**src/rtl/uart9_pkg.sv**
```systemverilog
package uart9_pkg;
  typedef enum logic [2:0] {
    RX_IDLE,
    RX_START,
    RX_BITS,
    RX_STOP,
    RX_BREAK
  } rx_state_e;
endpackage

```
**src/rtl/uart9_rx_core.sv**
```systemverilog
module uart9_rx_core import uart9_pkg::*; #(
  parameter int OSR    = 16,
  parameter int DATA_W = 8
) (
  input  logic              clk_i,
  input  logic              rst_ni,
  input  logic              rx_i,
  output logic              frm_v_o,
  output logic              frm_err_o,
  output logic [DATA_W-1:0] frm_data_o,
  output logic              frm_mark_o
);
  localparam int FRM_W = DATA_W + 1;
  localparam int CNT_W = (OSR > 2) ? $clog2(OSR) : 1;
  localparam int IDX_W = $clog2(FRM_W);
  localparam int HALF  = OSR / 2;

  rx_state_e        st_q;
  logic [1:0]       sync_q;
  logic             rx_s;
  logic [CNT_W-1:0] cnt_q;
  logic [IDX_W-1:0] idx_q;
  logic [FRM_W-1:0] sh_q;

  assign rx_s = sync_q[1];

  always_ff @(posedge clk_i or negedge rst_ni) begin
    if (!rst_ni) sync_q <= 2'b11;
    else         sync_q <= {sync_q[0], rx_i};
  end

  always_ff @(posedge clk_i or negedge rst_ni) begin
    if (!rst_ni) begin
      st_q      <= RX_IDLE;
      cnt_q     <= '0;
      idx_q     <= '0;
      sh_q      <= '0;
      frm_v_o   <= 1'b0;
      frm_err_o <= 1'b0;
    end else begin
      frm_v_o   <= 1'b0;
      frm_err_o <= 1'b0;
      unique case (st_q)
        RX_IDLE: begin
          cnt_q <= '0;
          if (!rx_s) st_q <= RX_START;
        end
        RX_START: begin
          if (cnt_q == CNT_W'(HALF - 1)) begin
            cnt_q <= '0;
            idx_q <= '0;
            st_q  <= rx_s ? RX_IDLE : RX_BITS;
          end else cnt_q <= cnt_q + 1'b1;
        end
        RX_BITS: begin
          if (cnt_q == CNT_W'(OSR - 1)) begin
            cnt_q <= '0;
            sh_q  <= {rx_s, sh_q[FRM_W-1:1]};
            if (idx_q == IDX_W'(FRM_W - 1)) st_q <= RX_STOP;
            else idx_q <= idx_q + 1'b1;
          end else cnt_q <= cnt_q + 1'b1;
        end
        RX_STOP: begin
          if (cnt_q == CNT_W'(OSR - 1)) begin
            cnt_q <= '0;
            if (rx_s) begin
              frm_v_o <= 1'b1;
              st_q    <= RX_IDLE;
            end else begin
              frm_err_o <= 1'b1;
              st_q      <= RX_BREAK;
            end
          end else cnt_q <= cnt_q + 1'b1;
        end
        RX_BREAK: if (rx_s) st_q <= RX_IDLE;  // wait for line idle after a bad stop
        default: st_q <= RX_IDLE;
      endcase
    end
  end

  assign frm_data_o = sh_q[DATA_W-1:0];
  assign frm_mark_o = sh_q[FRM_W-1];
endmodule

```
**src/rtl/uart9_cfg.sv**
```systemverilog
module uart9_cfg #(
  parameter int DATA_W = 8
) (
  input  logic              clk_i,
  input  logic              rst_ni,
  input  logic              cfg_wr_i,
  input  logic [DATA_W-1:0] cfg_addr_i,
  input  logic [DATA_W-1:0] cfg_mask_i,
  input  logic              mode_wr_i,
  input  logic              mode_val_i,
  output logic [DATA_W-1:0] node_addr_o,
  output logic [DATA_W-1:0] node_mask_o,
  output logic              mode_o
);
  always_ff @(posedge clk_i or negedge rst_ni) begin
    if (!rst_ni) begin
      node_addr_o <= '0;
      node_mask_o <= '1;
      mode_o      <= 1'b0;
    end else if (cfg_wr_i) begin
      node_addr_o <= cfg_addr_i;
      node_mask_o <= cfg_mask_i;
      mode_o      <= 1'b0;
    end else if (mode_wr_i) begin
      mode_o <= mode_val_i;
    end
  end
endmodule

```
**src/rtl/uart9_filter.sv**
```systemverilog
module uart9_filter #(
  parameter int DATA_W = 8
) (
  input  logic              clk_i,
  input  logic              rst_ni,
  input  logic              frm_v_i,
  input  logic              frm_err_i,
  input  logic [DATA_W-1:0] frm_data_i,
  input  logic              frm_mark_i,
  input  logic              mode_i,
  input  logic [DATA_W-1:0] node_addr_i,
  input  logic [DATA_W-1:0] node_mask_i,
  input  logic              addr_keep_i,
  output logic [DATA_W-1:0] data_o,
  output logic              valid_o,
  output logic              addr_ev_o,
  output logic              data_ev_o,
  output logic              err_o,
  output logic              sel_o
);
  logic hit;
  assign hit = ((frm_data_i ^ node_addr_i) & node_mask_i) == '0;

  always_ff @(posedge clk_i or negedge rst_ni) begin
    if (!rst_ni) begin
      data_o    <= '0;
      valid_o   <= 1'b0;
      addr_ev_o <= 1'b0;
      data_ev_o <= 1'b0;
      err_o     <= 1'b0;
      sel_o     <= 1'b0;
    end else begin
      valid_o   <= 1'b0;
      addr_ev_o <= 1'b0;
      data_ev_o <= 1'b0;
      err_o     <= frm_err_i;
      if (!mode_i) sel_o <= 1'b0;  // leaving mode forces unselected on re-entry
      if (frm_v_i) begin
        if (!mode_i) begin
          data_o    <= frm_data_i;
          valid_o   <= 1'b1;
          data_ev_o <= 1'b1;
        end else if (frm_mark_i) begin
          sel_o     <= hit;
          addr_ev_o <= hit;
          if (hit && addr_keep_i) begin
            data_o  <= frm_data_i;
            valid_o <= 1'b1;
          end
        end else if (sel_o) begin
          data_o    <= frm_data_i;
          valid_o   <= 1'b1;
          data_ev_o <= 1'b1;
        end
      end
    end
  end
endmodule

```
**src/rtl/uart9_irq.sv**
```systemverilog
module uart9_irq (
  input  logic clk_i,
  input  logic rst_ni,
  input  logic addr_ev_i,
  input  logic data_ev_i,
  input  logic en_addr_i,
  input  logic en_data_i,
  output logic irq_o
);
  always_ff @(posedge clk_i or negedge rst_ni) begin
    if (!rst_ni) irq_o <= 1'b0;
    else         irq_o <= (addr_ev_i & en_addr_i) | (data_ev_i & en_data_i);
  end
endmodule

```
**src/rtl/uart9_addr_rx.sv**
```systemverilog
module uart9_addr_rx #(
  parameter int OSR    = 16,
  parameter int DATA_W = 8
) (
  input  logic              clk_i,
  input  logic              rst_ni,
  input  logic              rx_i,
  input  logic              cfg_wr_i,
  input  logic [DATA_W-1:0] cfg_addr_i,
  input  logic [DATA_W-1:0] cfg_mask_i,
  input  logic              mode_wr_i,
  input  logic              mode_val_i,
  input  logic              addr_keep_i,
  input  logic              irq_en_addr_i,
  input  logic              irq_en_data_i,
  output logic [DATA_W-1:0] data_o,
  output logic              data_valid_o,
  output logic              addr_match_o,
  output logic              data_rx_o,
  output logic              frame_err_o,
  output logic              irq_o,
  output logic              mode_o
);
  logic              frm_v, frm_err, frm_mark, sel;
  logic [DATA_W-1:0] frm_data, node_addr, node_mask;

  uart9_rx_core #(.OSR(OSR), .DATA_W(DATA_W)) u_core (
    .clk_i(clk_i), .rst_ni(rst_ni), .rx_i(rx_i),
    .frm_v_o(frm_v), .frm_err_o(frm_err),
    .frm_data_o(frm_data), .frm_mark_o(frm_mark)
  );

  uart9_cfg #(.DATA_W(DATA_W)) u_cfg (
    .clk_i(clk_i), .rst_ni(rst_ni),
    .cfg_wr_i(cfg_wr_i), .cfg_addr_i(cfg_addr_i), .cfg_mask_i(cfg_mask_i),
    .mode_wr_i(mode_wr_i), .mode_val_i(mode_val_i),
    .node_addr_o(node_addr), .node_mask_o(node_mask), .mode_o(mode_o)
  );

  uart9_filter #(.DATA_W(DATA_W)) u_filter (
    .clk_i(clk_i), .rst_ni(rst_ni),
    .frm_v_i(frm_v), .frm_err_i(frm_err),
    .frm_data_i(frm_data), .frm_mark_i(frm_mark),
    .mode_i(mode_o), .node_addr_i(node_addr), .node_mask_i(node_mask),
    .addr_keep_i(addr_keep_i),
    .data_o(data_o), .valid_o(data_valid_o),
    .addr_ev_o(addr_match_o), .data_ev_o(data_rx_o),
    .err_o(frame_err_o), .sel_o(sel)
  );

  uart9_irq u_irq (
    .clk_i(clk_i), .rst_ni(rst_ni),
    .addr_ev_i(addr_match_o), .data_ev_i(data_rx_o),
    .en_addr_i(irq_en_addr_i), .en_data_i(irq_en_data_i),
    .irq_o(irq_o)
  );
endmodule

```
**config.mk**
```make
export PLATFORM = sky130hd
export DESIGN_NAME = uart9_addr_rx
export DESIGN_NICKNAME = d
export VERILOG_FILES = /design/src/rtl/uart9_pkg.sv /design/src/rtl/uart9_rx_core.sv /design/src/rtl/uart9_cfg.sv /design/src/rtl/uart9_filter.sv /design/src/rtl/uart9_irq.sv /design/src/rtl/uart9_addr_rx.sv
export SDC_FILE = /design/constraint.sdc
export NUM_CORES = 1
export LEC_CHECK = 0
export BUFFER_PORTS_ARGS = -buffer_cell sky130_fd_sc_hd__buf_2
export CORE_MARGIN = 4
export CORE_UTILIZATION = 50
export DETAILED_ROUTE_END_ITERATION = 10
export PLACE_DENSITY = 0.75
export REMOVE_ABC_BUFFERS = 1
export SLEW_MARGIN = 10
export SYNTH_ARGS = -nofsm -noshare
export SYNTH_HDL_FRONTEND = slang
export SYNTH_SLANG_ARGS = --single-unit
```
**constraint.sdc**
```tcl
create_clock -name clk_i -period 1.5 [get_ports clk_i]
set_input_delay 0.075 -clock clk_i [delete_from_list [all_inputs] [get_ports clk_i]]
set_output_delay 0.075 -clock clk_i [all_outputs]
set_load 0.01 [all_outputs]
```
Word-level counts from Yosys, hierarchy flattened:

Cells that the tools add are included.

* register bits after elaboration: 55
* bits of input ports: 25
* logic and storage cells: 94

* $add $sub $neg: 2
* equal/unequal tests: 16
* mux-type cells: 43
* bitwise operators: 5
* reductions and logical operators: 11

Operator list (count)
* $mux 8: 4
* $mux 1: 23
* $mux 3: 7
* $mux 4: 5
* $pmux 3 s5: 1
* $pmux 4 s3: 1
* $ne 2x1->1 const B: 5
* $add 4x1->4 const B: 2
* $and 8x8->8: 1
* $eq 4x4->1 const B: 2
* $logic_not 8->1: 1
* $pmux 4 s2: 1
* $xor 8x8->8: 1
* $eq 3x2->1 const B: 2
* $ne 3x2->1 const B: 2
* $reduce_and 6->1: 1
* $eq 4x3->1 const B: 1
* $ne 2x2->1 const B: 2
* $reduce_and 4->1: 1
* $reduce_bool 2->1: 2
* $eq 3x1->1 const B: 1
* $eq 3x3->1 const B: 1
* $logic_not 3->1: 1
* $reduce_and 3->1: 1
* other kinds (7): 8

Longest topological paths before layout:

* word-level depth: 8
* gate-level depth with buffers: 7
* depth with buffers taken out: 6

Cells and area by module:

From an unflattened synthesis, not the netlist that was laid out.

* cells, all modules: 184
* area, all modules: 2519.9 um^2

Modules (own cells, without submodules)
* uart9_rx_core: times used 1, cells an instance 103, area an instance 1174.9 um^2
* uart9_cfg: times used 1, cells an instance 37, area an instance 694.4 um^2
* uart9_filter: times used 1, cells an instance 42, area an instance 616.8 um^2
* uart9_irq: times used 1, cells an instance 2, area an instance 33.8 um^2

Worst setup path before layout:

No wires, ideal clock.

* kind: register to register
* from: reg u_core.sh_q[1]
* to: reg u_filter.data_o[0]
* setup time: 0.125 ns
* arrival time: 1.582 ns
* required time: 1.375 ns
* setup slack: -0.208 ns
* cell stages (with the launch flop): 7
* cell sequence: dfrtp_1 > xor2_1 > a221oi_2 > and4_4 > a21o_1 > buf_6 > mux2_4

* word-level cells in the longest chain between the ends: 6

Ends and longest elaborated chain
* from (decl): line uart9_rx_core.sv:23 `logic [FRM_W-1:0] sh_q;`
* from (signal assigned): line uart9_rx_core.sv:58 `sh_q <= {rx_s, sh_q[FRM_W-1:1]};`
* $xor 8x8->8: line uart9_filter.sv:22 `assign hit = ((frm_data_i ^ node_addr_i) & node_mask_i) == '0;`
* $and 8x8->8: line uart9_filter.sv:22
* $logic_not 8->1: line uart9_filter.sv:22
* $logic_and 1x1->1: line uart9_filter.sv:46 `if (hit && addr_keep_i) begin`
* $ne 3x2->1 (no line)
* $reduce_and 3->1 (no line)
* to (signal assigned): line uart9_filter.sv:40 `data_o <= frm_data_i;`
* to (signal assigned): line uart9_filter.sv:47 `data_o <= frm_data_i;`
* to (signal assigned): line uart9_filter.sv:51 `data_o <= frm_data_i;`
* to (decl): line uart9_filter.sv:14 `output logic [DATA_W-1:0] data_o,`

Every way passes these cells.
A chain may end at the register's enable or synchronous reset.

Final worst setup path:

* from: reg u_core.sh_q[5]
* to: reg u_filter.data_o[0]

Same word-level chain as after synthesis.

==> impl_results.md <==
- Run status: finished with violations
- Failing checks: negative setup slack
- Final WL: approximately 5300 um
- CP arrival: approximately 2.0 ns
- Clock Skew: between 0.01 and 0.015 ns
- Fin Hold WS: between 0.01 and 0.015 ns
- CTS tree: built
- Most frequent cells in the layout: dfrtp_1, buf_2, buf_4
- P per Cell Area: around 1000 nW/um^2
- Syn Std Cell Area: 2330 um^2
- Detail Placement HPWL: 3350 um
- Clock period minus worst slack: about 1.8 ns
- Top Ports: 39
- Diodes inserted: 0
- Post-synthesis sequential area ratio: 0.596
- Fin util: 0.723
- Tightest Pin Transition: approximately 0.40 ns
- Initial Util: 0.524
- Worst setup slack after layout: -0.308 ns
- Root Driver: clkbuf_8
- Most common cell after layout, fill and taps aside: dfrtp_1
- Post-synthesis simple-gate area fraction: 0.0735
- YS warnings: 0
- CTS max path bufs: 2
- Post-synthesis cell count: roughly 170
- Core area: 4440 um^2
- GR Util All Layers: 0.194
- Total CTS buffers: 5
- Vias in the first global route: about 1700
- Syn avg cell area: about 14 um^2
- Fin area: 3210 um^2
- Max-cap violations: 0
- Slew headroom: 0.731
- Count of pins over their slew limit: 0
- Initial antenna violation count: 0
- Synth top area cells: dfrtp_1, mux2_2, dfstp_2, mux2_4, xor2_1
- Clock sink total: 55
- Worst Setup Path Type: register to register
- Fmax: roughly 550 MHz
- Routed vias/inst: around 5.2
- Final Hold Viols: 0
- Gpl congestion: between 0.7 and 0.8
- Top cell type by total area after synthesis: dfrtp_1
- Crit start category: register
- Area share of the largest cell type after synthesis: 0.483
- Synth unique cells: 36
- Yosys reg bits: 55
- Synth Area in Compound Gates: 0.0660
- I/O Buffers: 38
- Largest family of logic cells by synthesized area: multiplexers
- Post-synthesis xor/xnor area fraction: 0.0413
- Period utilisation layout: 1.21
- WL per Instance: about 17 um
- Placed cells: between 200 and 300
- Top FF cell, synth: dfrtp_1
- Layout Cells excl Fill: 315
- Grt ovf: 0
- Die area: between 5000 and 6000 um^2
- Max VDD drop: between 1 and 1.5 mV
- Pre-CTS setup slack: -0.292 ns
- # H-tree levels: 2
- Ys async rst share: 1.00
- Largest net degree at the start of global routing: 32
- DRC violations left: 0
- Critical path peak fanout: 7
- Final layout net count: slightly below 300
- WP data required: between 1.5 and 2 ns
- Multiplexer area fraction after synthesis: 0.186
- Post-DP Area: about 2800 um^2
- Total power: 3.34 mW
- Worst-path clk slew: 0.10 ns
- Rows: 24
- Final setup vio count: 23
- Post-route ant nets: 0
- DRT iter0 DRCs: 63
- 1st-pass router iterations: 4
- EDFF count, synth: 0
- First-pass GRT wire length: 8840 um
- Worst hold path class: input port to register
- RSZ-0062 raised after global routing: true
- DR vias: around 1600
- Clock Latency Late Sink: 0.31 ns
- Adder and majority gate portion of the synthesized area: 0.0161
- Area grow syn2layout: 37.8%
- Vert. Die Dim: between 70 and 80 um
- Critical Path Sink Type: register
- Die width: around 76 um
- Setup TNS: -4.53 ns
- Pleak: around 1.6 nW
- Layout cells sized above 1: 0.540
## power by group
group	total [mW]	switching, mW	internal, mW
clock network	0.997	0.492	0.505
logic	0.630	0.262	0.368
registers	1.71	0.104	1.61
## state kept, by name (all words and copies together), names as in the netlist, 2 cells and up
| signal | cells |
|---|---|
| u_filter.data_o | 8 |
| u_cfg.node_addr_o | 8 |
| u_core.idx_q | 4 |
| u_core.st_q | 3 |
| u_cfg.node_mask_o | 8 |
| u_core.sync_q | 2 |
| u_core.cnt_q | 4 |
| u_core.sh_q | 9 |
## Yosys cell counts (2+ instances only)
library cell  number
dfrtp_1           45
mux2_2            27
dfstp_2           10
nor2_1             9
xor2_1             9
mux2_4             8
nand2_1            8
o21ai_0            8
a22oi_1            3
buf_2              3
clkbuf_1           3
ha_1               3
inv_1              3
a21oi_1            2
a22o_1             2
nand3b_1           2
nor2b_1            2
nor3_1             2
nor4b_1            2
xnor2_1            2
## path summary, 6_finish.rpt
| kind | to | slack [ns] | from | cells past startpoint |
|---|---|---|---|---|
| setup / recovery | u_filter.data_o[0]$_DFFE_PN0P_ | -0.31 | u_core.sh_q[5]$_DFFE_PN0P_ | 6 |
| hold / removal | u_cfg.node_addr_o[4]$_DFFE_PN0P_ | 0.01 | cfg_addr_i[4] | 2 |
| setup reg to reg | u_filter.data_o[0]$_DFFE_PN0P_ | -0.31 | u_core.sh_q[5]$_DFFE_PN0P_ | 6 |
| hold reg to reg | u_core.sync_q[1]$_DFF_PN1_ | 0.36 | u_core.sync_q[0]$_DFF_PN1_ | 0 |
| max in group asynchronous | u_cfg.node_mask_o[5]$_DFFE_PN1P_ | 0.85 | rst_ni | 3 |
| min in group asynchronous | u_irq.irq_o$_DFF_PN0_ | 0.28 | rst_ni | 3 |
## cells by family (layout without fill, tap and decap cells)
family                     Yosys count  count (layout)
muxes                               36              36
adders and majority gates            3               3
xor gates and xnor gates            11              11
and+or+nand+nor                     32              32
DFF                                 55              55
AOI/OAI and AO/OA                   22              22
buffers and inverters               10             104
## cell type report
type                    count  area (um^2)
clock inverters             2         38.8
flip-flops and latches     55         1390
inverters                   3         11.3
multi-input cells         104          965
well taps                  52         65.1
clock buffers               6         72.6
fillers                   274         1230
repair buffers             93          667
## what timing repair did
| item | CTS | global route |
|---|---|---|
| pin swaps | 10 | 9 |
| endpoints found under the setup margin | 23 | 27 |
| setup buffers | 4 | 6 |
| gates resized for setup | 18 | 12 |
| hold endpoints to repair | 60 | 0 |
| hold buffers | 16 | 0 |
| gates cloned | 1 | 0 |
## worst max-delay path, cell delays in order (launching register included)
cell and delay, ns:
dfrtp_1 0.42, xor2_1 0.17, a22oi_2 0.23, and4_4 0.25
a21o_1 0.17, buf_12 0.15, mux2_4 0.30
## layer usage
metal,global-route usage,up-vias,share of wire
met2,0.321,32,0.50
met3,0.0437,10,0.037
met4,0.0833,0,0.020
li1,-,781,-
met1,0.246,826,0.44
met5,0,-,0
(Power assumes the default switching activity.)
